[src/rtl/jtag_ld_pkg.sv]
package jtag_ld_pkg;
  typedef enum logic [2:0] {
    PH_IDLE  = 3'd0,
    PH_ENTER = 3'd1,
    PH_PAD   = 3'd2,
    PH_SHIFT = 3'd3,
    PH_EXIT  = 3'd4,
    PH_BACK  = 3'd5
  } phase_e;
endpackage

[src/rtl/jtag_ld_tck_gen.sv]
module jtag_ld_tck_gen #(
  parameter int unsigned CLK_DIV = 4
) (
  input  logic clk_i,
  input  logic rst_ni,
  input  logic clr_i,
  input  logic run_i,
  output logic tck_o,
  output logic step_end_o
);
  localparam int unsigned HI_CYC = CLK_DIV / 2;
  localparam int unsigned LO_CYC = CLK_DIV - HI_CYC;
  localparam int unsigned CNT_W  = (CLK_DIV > 2) ? $clog2(CLK_DIV) : 1;
  localparam logic [CNT_W-1:0] CNT_LAST = CNT_W'(CLK_DIV - 1);
  localparam logic [CNT_W-1:0] CNT_RISE = CNT_W'(LO_CYC - 1);

  logic [CNT_W-1:0] cnt_q;
  logic             tck_q;

  assign step_end_o = run_i && (cnt_q == CNT_LAST);
  assign tck_o      = tck_q;

  always_ff @(posedge clk_i or negedge rst_ni) begin
    if (!rst_ni) begin
      cnt_q <= '0;
      tck_q <= 1'b0;
    end else if (clr_i) begin
      cnt_q <= '0;
      tck_q <= 1'b0;
    end else if (run_i) begin
      if (cnt_q == CNT_LAST) begin
        cnt_q <= '0;
        tck_q <= 1'b0;   // falling edge: step boundary
      end else begin
        cnt_q <= cnt_q + 1'b1;
        if (cnt_q == CNT_RISE) tck_q <= 1'b1;
      end
    end else begin
      tck_q <= 1'b0;
    end
  end
endmodule

[src/rtl/jtag_ld_seq.sv]
module jtag_ld_seq
  import jtag_ld_pkg::*;
#(
  parameter int unsigned DATA_W = 32,
  parameter int unsigned LEN_W  = 6
) (
  input  logic             clk_i,
  input  logic             rst_ni,
  input  logic             start_i,
  input  logic [LEN_W-1:0] len_i,
  input  logic             step_end_i,
  output logic             load_o,
  output logic             shift_o,
  output logic             busy_o,
  output logic             done_o,
  output phase_e           phase_o
);
  localparam logic [LEN_W-1:0] LEN_MAX = LEN_W'(DATA_W);
  localparam logic [LEN_W-1:0] ONE     = LEN_W'(1);
  localparam logic [LEN_W-1:0] TWO     = LEN_W'(2);

  phase_e           phase_q;
  logic [LEN_W-1:0] cnt_q;
  logic [LEN_W-1:0] len_q;
  logic             done_q;
  logic             len_ok;

  assign len_ok  = (len_i != '0) && (len_i <= LEN_MAX);
  assign load_o  = start_i && (phase_q == PH_IDLE) && len_ok;
  assign shift_o = step_end_i && (phase_q == PH_SHIFT);
  assign busy_o  = (phase_q != PH_IDLE);
  assign done_o  = done_q;
  assign phase_o = phase_q;

  always_ff @(posedge clk_i or negedge rst_ni) begin
    if (!rst_ni) begin
      phase_q <= PH_IDLE;
      cnt_q   <= '0;
      len_q   <= '0;
      done_q  <= 1'b0;
    end else begin
      done_q <= 1'b0;
      if (load_o) begin
        phase_q <= PH_ENTER;
        cnt_q   <= '0;
        len_q   <= len_i;
      end else if (step_end_i) begin
        unique case (phase_q)
          PH_ENTER: begin
            phase_q <= PH_PAD;
            cnt_q   <= '0;
          end
          PH_PAD: begin
            if (cnt_q == ONE) begin
              cnt_q   <= '0;
              phase_q <= (len_q == ONE) ? PH_EXIT : PH_SHIFT;
            end else begin
              cnt_q <= cnt_q + ONE;
            end
          end
          PH_SHIFT: begin
            if (cnt_q == len_q - TWO) begin
              cnt_q   <= '0;
              phase_q <= PH_EXIT;
            end else begin
              cnt_q <= cnt_q + ONE;
            end
          end
          PH_EXIT: begin
            if (cnt_q == ONE) begin
              cnt_q   <= '0;
              phase_q <= PH_BACK;
            end else begin
              cnt_q <= cnt_q + ONE;
            end
          end
          PH_BACK: begin
            phase_q <= PH_IDLE;
            done_q  <= 1'b1;
          end
          default: phase_q <= PH_IDLE;
        endcase
      end
    end
  end
endmodule

[src/rtl/jtag_ld_shreg.sv]
module jtag_ld_shreg #(
  parameter int unsigned DATA_W = 32,
  parameter int unsigned LEN_W  = 6
) (
  input  logic              clk_i,
  input  logic              rst_ni,
  input  logic              load_i,
  input  logic [DATA_W-1:0] data_i,
  input  logic [LEN_W-1:0]  len_i,
  input  logic              shift_i,
  output logic              msb_o
);
  localparam logic [LEN_W-1:0] LEN_MAX = LEN_W'(DATA_W);

  logic [DATA_W-1:0] sh_q;
  logic [LEN_W-1:0]  pad;

  // left-justify so the first bit to send sits at the top
  assign pad   = LEN_MAX - len_i;
  assign msb_o = sh_q[DATA_W-1];

  always_ff @(posedge clk_i or negedge rst_ni) begin
    if (!rst_ni)      sh_q <= '0;
    else if (load_i)  sh_q <= data_i << pad;
    else if (shift_i) sh_q <= {sh_q[DATA_W-2:0], 1'b0};
  end
endmodule

[src/rtl/jtag_dr_loader.sv]
module jtag_dr_loader
  import jtag_ld_pkg::*;
#(
  parameter int unsigned DATA_W  = 32,
  parameter int unsigned CLK_DIV = 4,
  parameter int unsigned LEN_W   = $clog2(DATA_W + 1)
) (
  input  logic              clk_i,
  input  logic              rst_ni,
  input  logic              start_i,
  input  logic [DATA_W-1:0] data_i,
  input  logic [LEN_W-1:0]  len_i,
  output logic              busy_o,
  output logic              done_o,
  output logic              tck_o,
  output logic              tms_o,
  output logic              tdi_o
);
  logic   load, shift, step_end, msb;
  phase_e phase;

  jtag_ld_seq #(.DATA_W(DATA_W), .LEN_W(LEN_W)) u_seq (
    .clk_i      (clk_i),
    .rst_ni     (rst_ni),
    .start_i    (start_i),
    .len_i      (len_i),
    .step_end_i (step_end),
    .load_o     (load),
    .shift_o    (shift),
    .busy_o     (busy_o),
    .done_o     (done_o),
    .phase_o    (phase)
  );

  jtag_ld_tck_gen #(.CLK_DIV(CLK_DIV)) u_tck (
    .clk_i      (clk_i),
    .rst_ni     (rst_ni),
    .clr_i      (load),
    .run_i      (busy_o),
    .tck_o      (tck_o),
    .step_end_o (step_end)
  );

  jtag_ld_shreg #(.DATA_W(DATA_W), .LEN_W(LEN_W)) u_sh (
    .clk_i   (clk_i),
    .rst_ni  (rst_ni),
    .load_i  (load),
    .data_i  (data_i),
    .len_i   (len_i),
    .shift_i (shift),
    .msb_o   (msb)
  );

  assign tms_o = (phase == PH_ENTER) || (phase == PH_EXIT);
  assign tdi_o = ((phase == PH_SHIFT) || (phase == PH_EXIT) || (phase == PH_BACK)) && msb;
endmodule

[config.mk]
export PLATFORM = sky130hd
export DESIGN_NAME = jtag_dr_loader
export DESIGN_NICKNAME = d
export VERILOG_FILES = /design/src/rtl/jtag_ld_pkg.sv /design/src/rtl/jtag_ld_tck_gen.sv /design/src/rtl/jtag_ld_seq.sv /design/src/rtl/jtag_ld_shreg.sv /design/src/rtl/jtag_dr_loader.sv
export SDC_FILE = /design/constraint.sdc
export NUM_CORES = 1
export LEC_CHECK = 0
export CORE_MARGIN = 5
export CORE_UTILIZATION = 59
export DETAILED_ROUTE_END_ITERATION = 16
export DONT_BUFFER_PORTS = 1
export MAX_ROUTING_LAYER = met4
export PLACE_DENSITY = 0.78
export SLEW_MARGIN = 5
export SYNTH_ARGS = -nofsm -noshare
export SYNTH_HDL_FRONTEND = slang
export SYNTH_SLANG_ARGS = --single-unit
[constraint.sdc]
create_clock -name clk_i -period 2.1 [get_ports clk_i]
set_input_delay 0 -clock clk_i [delete_from_list [all_inputs] [get_ports clk_i]]
set_output_delay 0 -clock clk_i [all_outputs]
set_load 0.01 [all_outputs]
==> results.tsv, run 1 <==
metric	value	unit
hold_sp	start_i	
worst-skew pair later-pin latency	0.30	ns
first-pass GRT wire length	17.1	mm
cell taking the most area after synthesis	dfrtp_1	
Total Routed Length	10.1	mm
Vias/cell	6.32	
Die Y-Extent	94.3	um
Final Critical Period	2.00	ns
Layout Skew	0.0113	ns
fraction of registers with async set/reset	100	%
Slew Limit Fails	0	
Critical Path AT	2.20	ns
Final Wtd Congestion	0.902	
Top Ports	46	
DPL Wire Length	7.67	mm
Hold Crit Endpoint	u_seq.cnt_q[0]	
share of cells above drive strength 1	17.2	%
first-pass detailed-route iteration total	5	
FF-to-FF End	u_seq.phase_o[0]	
WP data required	2.30	ns
peak supply drop	0.228	mV
Post-Synth Simple-Gate Area	17.5	%
worst relative slew slack	68.1	%
Yosys cell types	57	
post-synthesis compound-gate area fraction	18.2	%
YS warnings	0	
Post-synth EDFFs	0	
CP Capture Type	flop	
DR iter-0 viols	252	
Final WS setup	0.0993	ns
max capacitance violation total	0	
setup slack at placement	0.0876	ns
routed vias	3613	
root buffer selected by CTS	clkbuf_8	
pwr dens	460	mW/mm^2
final setup fails	0	
most frequent cells in the layout	54 x nor2_1, 51 x dfrtp_1, 48 x o21ai_0	
final setup TNS	0	ns
H-tree depth	2	
Buffers on Ports	0	
largest net degree at the start of global routing	52	
fmax	500	MHz
P_leak	1.94	nW
P&R area growth vs syn	9.52	%
status	completed	
main area contributors after synthesis	dfrtp_1 30%, mux2i_1 11%, mux4_2 9.1%, o21ai_0 5.7%, nor2_1 4.8%	
Worst R2R Setup Slack	0.1	ns
Post-Syn Instances	469	
Top FF cell, synth	dfrtp_1	
Placeable Area	0.00687	mm^2
row count	30	
Post-Synth Adder-Cell Area	1.79	%
CTS tree	yes	
Remaining DRCs	0	
final core occ	66.8	%
post-route ant nets	0	
CTS buffer count	5	
GRT Util Overall	24.7	%
Congestion Overflow GR	0	
Worst-Margin Slew	0.478	ns
worst min path class	in -> reg	
routed len/inst	17.6	um
vias in the first global route	3581	
Synth top area share	30.4	%
Initial Util	61.0	%
Hold Crit Depth	4	
largest family of logic cells by synthesized area	multiplexers	
Min Hold Slack	0.0707	ns
RR Startpoint	u_seq.len_q[1]	
period utilization	95.3	%
clock slew at reported path FFs	0.10	ns
fin nets	522	
die width	94.3	um
R2R depth	7	
synthesized area	0.00419	mm^2
sequential element share of the synthesized area	30.4	%
most common cell after layout, fill and taps aside	nor2_1	
Clock Tree Buf Depth	2	
synthesized net count	516	
n_diodes	0	
Crit Path Max Fanout	4	
clock sinks	51	
Avg Inst Size Synth	8.94	um^2
count of final hold-check violations	0	
initial antenna violation count	0	
critical path type	reg -> reg	
Synth Area in XOR/XNOR	2.30	%
Final Total Pwr	2.11	mW
mux cell area share after synthesis	23.9	%
overall die area	0.00889	mm^2
FF+latch count, synth	51	
Startpoint Class	flop	
[metrics by stage]
step | instances | area (um^2)
2_1_floorplan | 469 | 4230
3_3_place_gp | 553 | 4340
3_5_place_dp | 553 | 4340
4_1_cts | 571 | 4560
5_1_grt | 572 | 4590
6_report | 572 | 4590
[metal layers]
metal  part of all wire (%)  wire length [um]  vias up  GRT usage (%)
li1                       -                 -     1723              -
met1                     45              4530     1738           32.7
met2                     46              4600      132           36.3
met3                    6.8               684       20           5.77
met4                    2.8               279        0           10.7
met5                      0                 0        -              -
[flip-flops by register name (all words and copies together), names as in the netlist]
signal and flops:
u_seq.done_o 1, u_sh.sh_q 32, u_seq.cnt_q 6, u_seq.phase_o 3, u_tck.cnt_q 2, u_seq.len_q 6, u_tck.tck_o 1
[cell families (layout without fill, tap and decap cells)]
logic type / Yosys count / in the layout
compound gates: 125 / 125
xor+xnor: 11 / 11
fa+ha+maj: 6 / 6
buf+inv: 46 / 53
flops: 51 / 51
mux: 77 / 77
simple gates: 153 / 153
[worst max-delay path, stage by stage, from the launching register on]
cell and delay [ns]:
dfrtp_1 0.39, buf_4 0.15, nor3_2 0.19, xnor2_1 0.11, nor4_2 0.32, a21oi_2 0.13, a211oi_2 0.27, mux2_4 0.32
[worst max-delay path by stage]
| stage | start | endpoint | slack, ns | depth (start not counted) |
|---|---|---|---|---|
| after floorplan | len_i[0] | u_sh.sh_q[22] | 0.005 | 12 |
| after global placement | u_seq.len_q[2] | u_seq.phase_o[0] | 0.15 | 7 |
| after detailed placement | u_seq.len_q[2] | u_seq.phase_o[0] | 0.09 | 7 |
| after CTS | u_seq.len_q[2] | u_seq.phase_o[0] | 0.07 | 7 |
| after global routing | u_seq.len_q[2] | u_seq.phase_o[0] | -0.003 | 7 |
| final | u_seq.len_q[1] | u_seq.phase_o[0] | 0.1 | 7 |
[cell type report]
cell class	instances	area, um^2
Timing Repair Buffer	37	345
Multi-Input combinational cell	372	2720
Sequential cell	51	1280
Tap cell	96	120
Clock buffer	8	100
Inverter	8	30.0
Fill cell	541	2280
[where the power goes]
part           internal [mW]  total [mW]  leakage [nW]  switching (mW)
sequential             0.983       0.984         0.682         0.00105
combinational          0.234       0.508          1.21           0.273
clock                  0.302       0.622        0.0515           0.320
total                   1.52        2.11          1.94           0.595
[cell usage after synthesis, types with 2 or more instances]
master,instances
mux2_2,13
mux4_2,17
a211oi_1,3
mux2i_1,47
xnor2_1,8
and3_1,2
inv_1,8
buf_4,4
o22a_1,5
buf_1,3
o211ai_1,7
o21ai_0,48
a22oi_1,3
nand3_1,12
a32oi_1,2
buf_2,11
nor3b_1,2
nor2b_1,5
nor3_4,2
o31ai_1,3
nor2_1,54
xor2_1,3
a31oi_1,13
nor3_1,13
buf_6,5
clkbuf_1,14
nand2b_1,4
nand2_1,46
ha_1,6
dfrtp_1,51
a21oi_1,29
[timing repair]
item | 4_1_cts | 5_1_grt
gates resized for setup | 0 | 5
setup endpoints to repair | 0 | 3
hold buffers | 10 | 0
buffers inserted | 0 | 1
hold endpoints to repair | 61 | 0
(Power assumes the default switching activity.)
==> run 2: changes to the inputs <==
--- a/config.mk
+++ b/config.mk
@@ -7,6 +7,7 @@
 export LEC_CHECK = 0
 export CORE_MARGIN = 5
 export CORE_UTILIZATION = 59
+export CTS_BUF_LIST = sky130_fd_sc_hd__clkbuf_16
 export DETAILED_ROUTE_END_ITERATION = 16
 export DONT_BUFFER_PORTS = 1
 export MAX_ROUTING_LAYER = met4
==> results.tsv, run 2 (synthesis gave the netlist of run 1 again) <==
metric	value	unit	change
root buffer selected by CTS	clkbuf_16		was clkbuf_8
P_leak	1.96	nW	was 1.94 nW
peak supply drop	0.325	mV	was 0.228 mV
FF-to-FF End	u_seq.phase_o[0]		unchanged
routed len/inst	18.1	um	was 17.6 um
first-pass GRT wire length	17.4	mm	was 17.1 mm
H-tree depth	2		unchanged
met2 global-route usage	37.7	%	was 36.3%
Area after DPL	0.00434	mm^2	unchanged
critical path type	reg -> reg		unchanged
part of the power in registers	43.5	%	was 46.6%
Die Y-Extent	94.3	um	unchanged
largest net degree at the start of global routing	52		unchanged
Layout Skew	0.00742	ns	was 0.0113 ns
Initial Util	61.0	%	unchanged
CP bufs+invs	1		unchanged
period utilization	98.6	%	was 95.3%
worst relative slew slack	69.9	%	was 68.1%
Levels on crit path	7		unchanged
Final Instance Count excl. Fillers	572		unchanged
GRT Util Overall	25.3	%	was 24.7%
Crit Path Max Fanout	4		unchanged
Total Routed Length	10.3	mm	was 10.1 mm
WP data required	2.28	ns	was 2.30 ns
Most Used Layer, Global Route	met2		unchanged
post-route ant nets	0		unchanged
Worst path max stage delay	0.38	ns	was 0.39 ns
overall die area	0.00889	mm^2	unchanged
Int Pwr	1.65	mW	was 1.52 mW
critical path's slowest cell	dfrtp_1		unchanged
status	completed		unchanged
Final WS setup	0.0291	ns	was 0.0993 ns
die width	94.3	um	unchanged
most common cell after layout, fill and taps aside	nor2_1		unchanged
vias in the first global route	3628		was 3,581
n_diodes	0		unchanged
DR iter-0 viols	319		was 252
met3 usage	5.77	%	unchanged
Placeable Area	0.00687	mm^2	unchanged
fillcell total	538		was 541
Congestion Overflow GR	0		unchanged
setup slack at placement	0.0876	ns	unchanged
CP cell instances	buf_4 -> nor3_2 -> xnor2_1 -> nor4_2 -> a21oi_2 -> a211oi_2 -> mux2_4		unchanged
Slew Limit Fails	0		unchanged
fmax	483	MHz	was 500 MHz
routed vias	3643		was 3,613
DPL Wire Length	7.67	mm	unchanged
first-pass detailed-route iteration total	5		unchanged
max capacitance violation total	0		unchanged
Final Total Pwr	2.27	mW	was 2.11 mW
Hold Crit Depth	4		unchanged
Clock Tree Buf Depth	2		unchanged
R2R depth	7		unchanged
Logic pwr share	22.5	%	was 24.0%
clock sinks	51		unchanged
M1 GR Usage	33.2	%	was 32.7%
Vias/cell	6.37		was 6.32
final setup fails	0		unchanged
CTS tree	yes		unchanged
fin area	0.00463	mm^2	was 0.00459 mm^2
Final Critical Period	2.07	ns	was 2.00 ns
fin nets	522		unchanged
Sw Pwr	0.619	mW	was 0.595 mW
share of cells above drive strength 1	16.8	%	was 17.2%
Switching Share	27.3	%	was 28.1%
RR Startpoint	u_seq.len_q[1]		unchanged
Remaining DRCs	0		unchanged
dpl cells	553		unchanged
Worst-Margin Slew	0.452	ns	was 0.478 ns
CTS buffer count	5		unchanged
Final Wtd Congestion	0.902		unchanged
clock share of power	34.1	%	was 29.4%
Critical Path End	u_seq.phase_o[0]		unchanged
CP Capture Type	flop		unchanged
worst-skew pair later-pin latency	0.29	ns	was 0.30 ns
pwr dens	490	mW/mm^2	was 460 mW/mm^2
Top delay family on crit path	simple AND/OR/NAND/NOR gates		unchanged
Buffers on Ports	0		unchanged
count of final hold-check violations	0		unchanged
P&R area growth vs syn	10.4	%	was 9.52%
row count	30		unchanged
Setup crit start	u_seq.len_q[1]		unchanged
Top reg by flops	u_sh.sh_q		unchanged
max FFs per register	32		unchanged
clock slew at reported path FFs	0.07	ns	was 0.10 ns
Critical Path AT	2.25	ns	was 2.20 ns
largest registers	u_sh.sh_q x32, u_seq.cnt_q x6, u_seq.len_q x6		unchanged
most frequent cells in the layout	54 x nor2_1, 51 x dfrtp_1, 48 x o21ai_0		unchanged
initial antenna violation count	0		unchanged
worst min path class	in -> reg		unchanged
Top Ports	46		unchanged
Worst R2R Setup Slack	0.03	ns	was 0.1 ns
Startpoint Class	flop		unchanged
==> run 2: changes by cell type in the layout (fill, tap and decap cells not counted) <==
cell	before	now
clkinv_1	0	2
inv_1	8	9
clkbuf_8	7	0
clkbuf_16	0	5
clkbuf_1	1	0
==> run 2: layer usage <==
| metal | up-vias | part of all wire [%] |
|---|---|---|
| met3 | 23 | 7.1 |
| met4 | 0 | 2.8 |
| met2 | 156 | 46 |
| li1 | 1721 | - |
| met5 | - | 0 |
| met1 | 1743 | 44 |
==> run 2: area by class of cell <==
class	count	area [um^2]	area share, %
clock inverters	3	11.3	0.243
clock buffers	5	125	2.70
inverters	8	30.0	0.649
flip-flops and latches	51	1280	27.6
multi-input cells	372	2720	58.8
well taps	96	120	2.60
repair buffers	37	345	7.46
==> run 2: how the worst min path moves through the flow <==
| stage | start | endpoint | slack (ns) |
|---|---|---|---|
| finish | start_i | u_seq.cnt_q[0] | 0.1 |
| floorplan | rst_ni | u_seq.cnt_q[0] | -0.30 |
| global placement | rst_ni | u_seq.done_o | -0.29 |
| detailed placement | rst_ni | u_seq.done_o | -0.29 |
| global route | start_i | u_seq.cnt_q[0] | 0.10 |
| CTS | start_i | u_seq.cnt_q[0] | 0.1 |
==> run 2: repair_timing <==
| item | CTS | global route |
|---|---|---|
| endpoints found under the setup margin | 0 | 3 |
| endpoints found under the hold margin | 60 | 0 |
| setup buffers | 0 | 1 |
| gates resized for setup | 0 | 5 |
| hold buffers | 10 | 0 |
==> run 2: power by group through the flow <==
stage | Combinational [mW] | Sequential (mW) | Clock (mW)
CTS | 0.501 | 0.985 | 0.781
global placement | 0.455 | 1.00 | 0
detailed placement | 0.459 | 1.00 | 0
global route | 0.551 | 0.984 | 0.836
finish | 0.509 | 0.985 | 0.773
floorplan | 0.401 | 1.00 | 0
==> run 2: metrics by stage <==
stage,utilization [%],hold slack (ns),setup TNS [ns]
floorplan,-,-0.296,0
global placement,63.2,-0.294,0
detailed placement,63.2,-0.294,0
CTS,66.9,0.0962,0
global route,67.4,0.101,-0.107
finish,67.4,0.0952,0
==> run 2: worst reg2reg max path: stages (launching register included) <==
cell and delay, ns:
dfrtp_1 0.38, buf_4 0.15, nor3_2 0.20, xnor2_1 0.12, nor4_2 0.36, a21oi_2 0.14
a211oi_2 0.28, mux2_4 0.32
==> run 3: changes to the inputs <==
--- a/config.mk
+++ b/config.mk
@@ -6,12 +6,12 @@
 export NUM_CORES = 1
 export LEC_CHECK = 0
 export CORE_MARGIN = 5
-export CORE_UTILIZATION = 59
+export CORE_UTILIZATION = 41
 export CTS_BUF_LIST = sky130_fd_sc_hd__clkbuf_16
 export DETAILED_ROUTE_END_ITERATION = 16
 export DONT_BUFFER_PORTS = 1
 export MAX_ROUTING_LAYER = met4
-export PLACE_DENSITY = 0.78
+export PLACE_DENSITY_LB_ADDON = 0.15
 export SLEW_MARGIN = 5
 export SYNTH_ARGS = -nofsm -noshare
 export SYNTH_HDL_FRONTEND = slang
==> results.tsv, run 3 (synthesis gave the netlist of run 1 again) <==
metric	value	unit	change
critical path type	reg -> reg		unchanged
final setup TNS	0	ns	unchanged
final setup fails	0		unchanged
worst-skew pair later-pin latency	0.28	ns	was 0.29 ns
P_leak	1.98	nW	was 1.96 nW
fin nets	525		was 522
CTS buffer count	5		unchanged
Slew Limit Fails	0		unchanged
first-pass detailed-route iteration total	4		was 5
Buffers on Ports	0		unchanged
H-tree depth	2		unchanged
Crit Path Max Fanout	6		was 4
Final WS setup	0.0516	ns	was 0.0291 ns
Congestion Overflow GR	0		unchanged
first-pass GRT wire length	17.7	mm	was 17.4 mm
Vias/cell	5.77		was 6.37
Placeable Area	0.0101	mm^2	was 0.00687 mm^2
GRT Util Overall	17.6	%	was 25.3%
n_diodes	0		unchanged
Startpoint Class	flop		unchanged
CP Capture Type	flop		unchanged
setup slack at placement	0.0441	ns	was 0.0876 ns
worst min path class	in -> reg		unchanged
Final Critical Period	2.05	ns	was 2.07 ns
overall die area	0.0123	mm^2	was 0.00889 mm^2
DPL Wire Length	8.11	mm	was 7.67 mm
vias in the first global route	3495		was 3,628
initial antenna violation count	0		unchanged
clock sinks	51		unchanged
period utilization	97.5	%	was 98.6%
most common cell after layout, fill and taps aside	nor2_1		unchanged
P&R area growth vs syn	13.0	%	was 10.4%
routed len/inst	17.4	um	was 18.1 um
Die Y-Extent	111	um	was 94.3 um
share of cells above drive strength 1	17.6	%	was 16.8%
worst relative slew slack	68.9	%	was 69.9%
Critical Path AT	2.22	ns	was 2.25 ns
largest net degree at the start of global routing	52		unchanged
Final Instance Count excl. Fillers	614		was 572
pwr dens	510	mW/mm^2	was 490 mW/mm^2
row count	37		was 30
WP data required	2.27	ns	was 2.28 ns
max FFs per register	32		unchanged
Final Wtd Congestion	0.896		was 0.902
CTS tree	yes		unchanged
peak supply drop	0.429	mV	was 0.325 mV
dpl cells	596		was 553
fillcell total	1010		was 538
routed vias	3540		was 3,643
Clock Tree Buf Depth	2		unchanged
clock slew at reported path FFs	0.07	ns	about the same
DR iter-0 viols	196		was 319
largest registers	u_sh.sh_q x32, u_seq.cnt_q x6, u_seq.len_q x6		unchanged
Layout Skew	0.00748	ns	was 0.00742 ns
max capacitance violation total	0		unchanged
Worst-Margin Slew	0.466	ns	was 0.452 ns
root buffer selected by CTS	clkbuf_16		unchanged
post-route ant nets	0		unchanged
die width	111	um	was 94.3 um
Initial Util	41.3	%	was 61.0%
most frequent cells in the layout	54 x nor2_1, 51 x dfrtp_1, 48 x o21ai_0		unchanged
Top Ports	46		unchanged
status	completed		unchanged
Remaining DRCs	0		unchanged
count of final hold-check violations	0		unchanged
Total Routed Length	10.7	mm	was 10.3 mm
fmax	488	MHz	was 483 MHz
Top reg by flops	u_sh.sh_q		unchanged
-- run 3: layer usage --
layer  global-route usage (%)  vias up  wire length (um)  part of all wire (%)
met5                        -        -                 0                     0
met4                     3.65        0               101                  0.94
met3                     3.22        6               560                   5.2
met2                     27.1       94              4920                    46
met1                     24.6     1709              5110                    48
li1                         -     1731                 -                     -
-- run 3: cell type report --
type	count	area, um^2	area share, %
Clock inverter	2	33.8	0.714
Tap cell	136	170	3.59
Multi-Input combinational cell	372	2720	57.4
Sequential cell	51	1280	27.0
Timing Repair Buffer	40	380	8.03
Inverter	8	30.0	0.634
Clock buffer	5	125	2.64
-- run 3: timing repair --
item                                    in CTS  in global routing
endpoints found under the hold margin       59                  0
hold buffers                                10                  0
resized for setup                            0                  5
buffers inserted                             0                  1
endpoints found under the setup margin       0                  3
-- run 3: per-stage QoR --
stage / instance area [um^2] / util (%) / total power, mW / hold slack (ns)
floorplan: 4230 / - / 1.40 / -0.296
global route: 4730 / 46.7 / 2.52 / 0.00845
detailed placement: 4430 / 43.7 / 1.49 / -0.294
CTS: 4710 / 46.4 / 2.44 / 0.00507
finish: 4730 / 46.7 / 2.41 / 0.00888
global placement: 4430 / 43.7 / 1.49 / -0.294
-- run 3: final timing paths --
check,start,endpoint,slack [ns],cells past startpoint
min reg2reg,u_sh.sh_q[23],u_sh.sh_q[23],0.51,1
min,len_i[0],u_sh.sh_q[0],0.009,2
max in group asynchronous,rst_ni,u_sh.sh_q[4],1.64,2
max,u_seq.len_q[2],u_seq.phase_o[0],0.05,7
min in group asynchronous,rst_ni,u_seq.done_o,0.22,2
max reg2reg,u_seq.len_q[2],u_seq.phase_o[0],0.05,7
-- run 3: critical path, cell delays in order, from the launching register on --
cell and delay, ns:
dfrtp_1 0.40, inv_1 0.06, ha_2 0.18, or3_1 0.35, a31oi_1 0.18, a21oi_2 0.13
a211oi_2 0.31, mux2_4 0.33
-- run 3: power by group --
group | internal (mW) | total, mW | switching (mW) | leakage, nW
Sequential | 0.984 | 0.985 | 0.00115 | 0.682
Clock | 0.552 | 0.900 | 0.348 | 0.0811
Combinational | 0.246 | 0.529 | 0.283 | 1.22
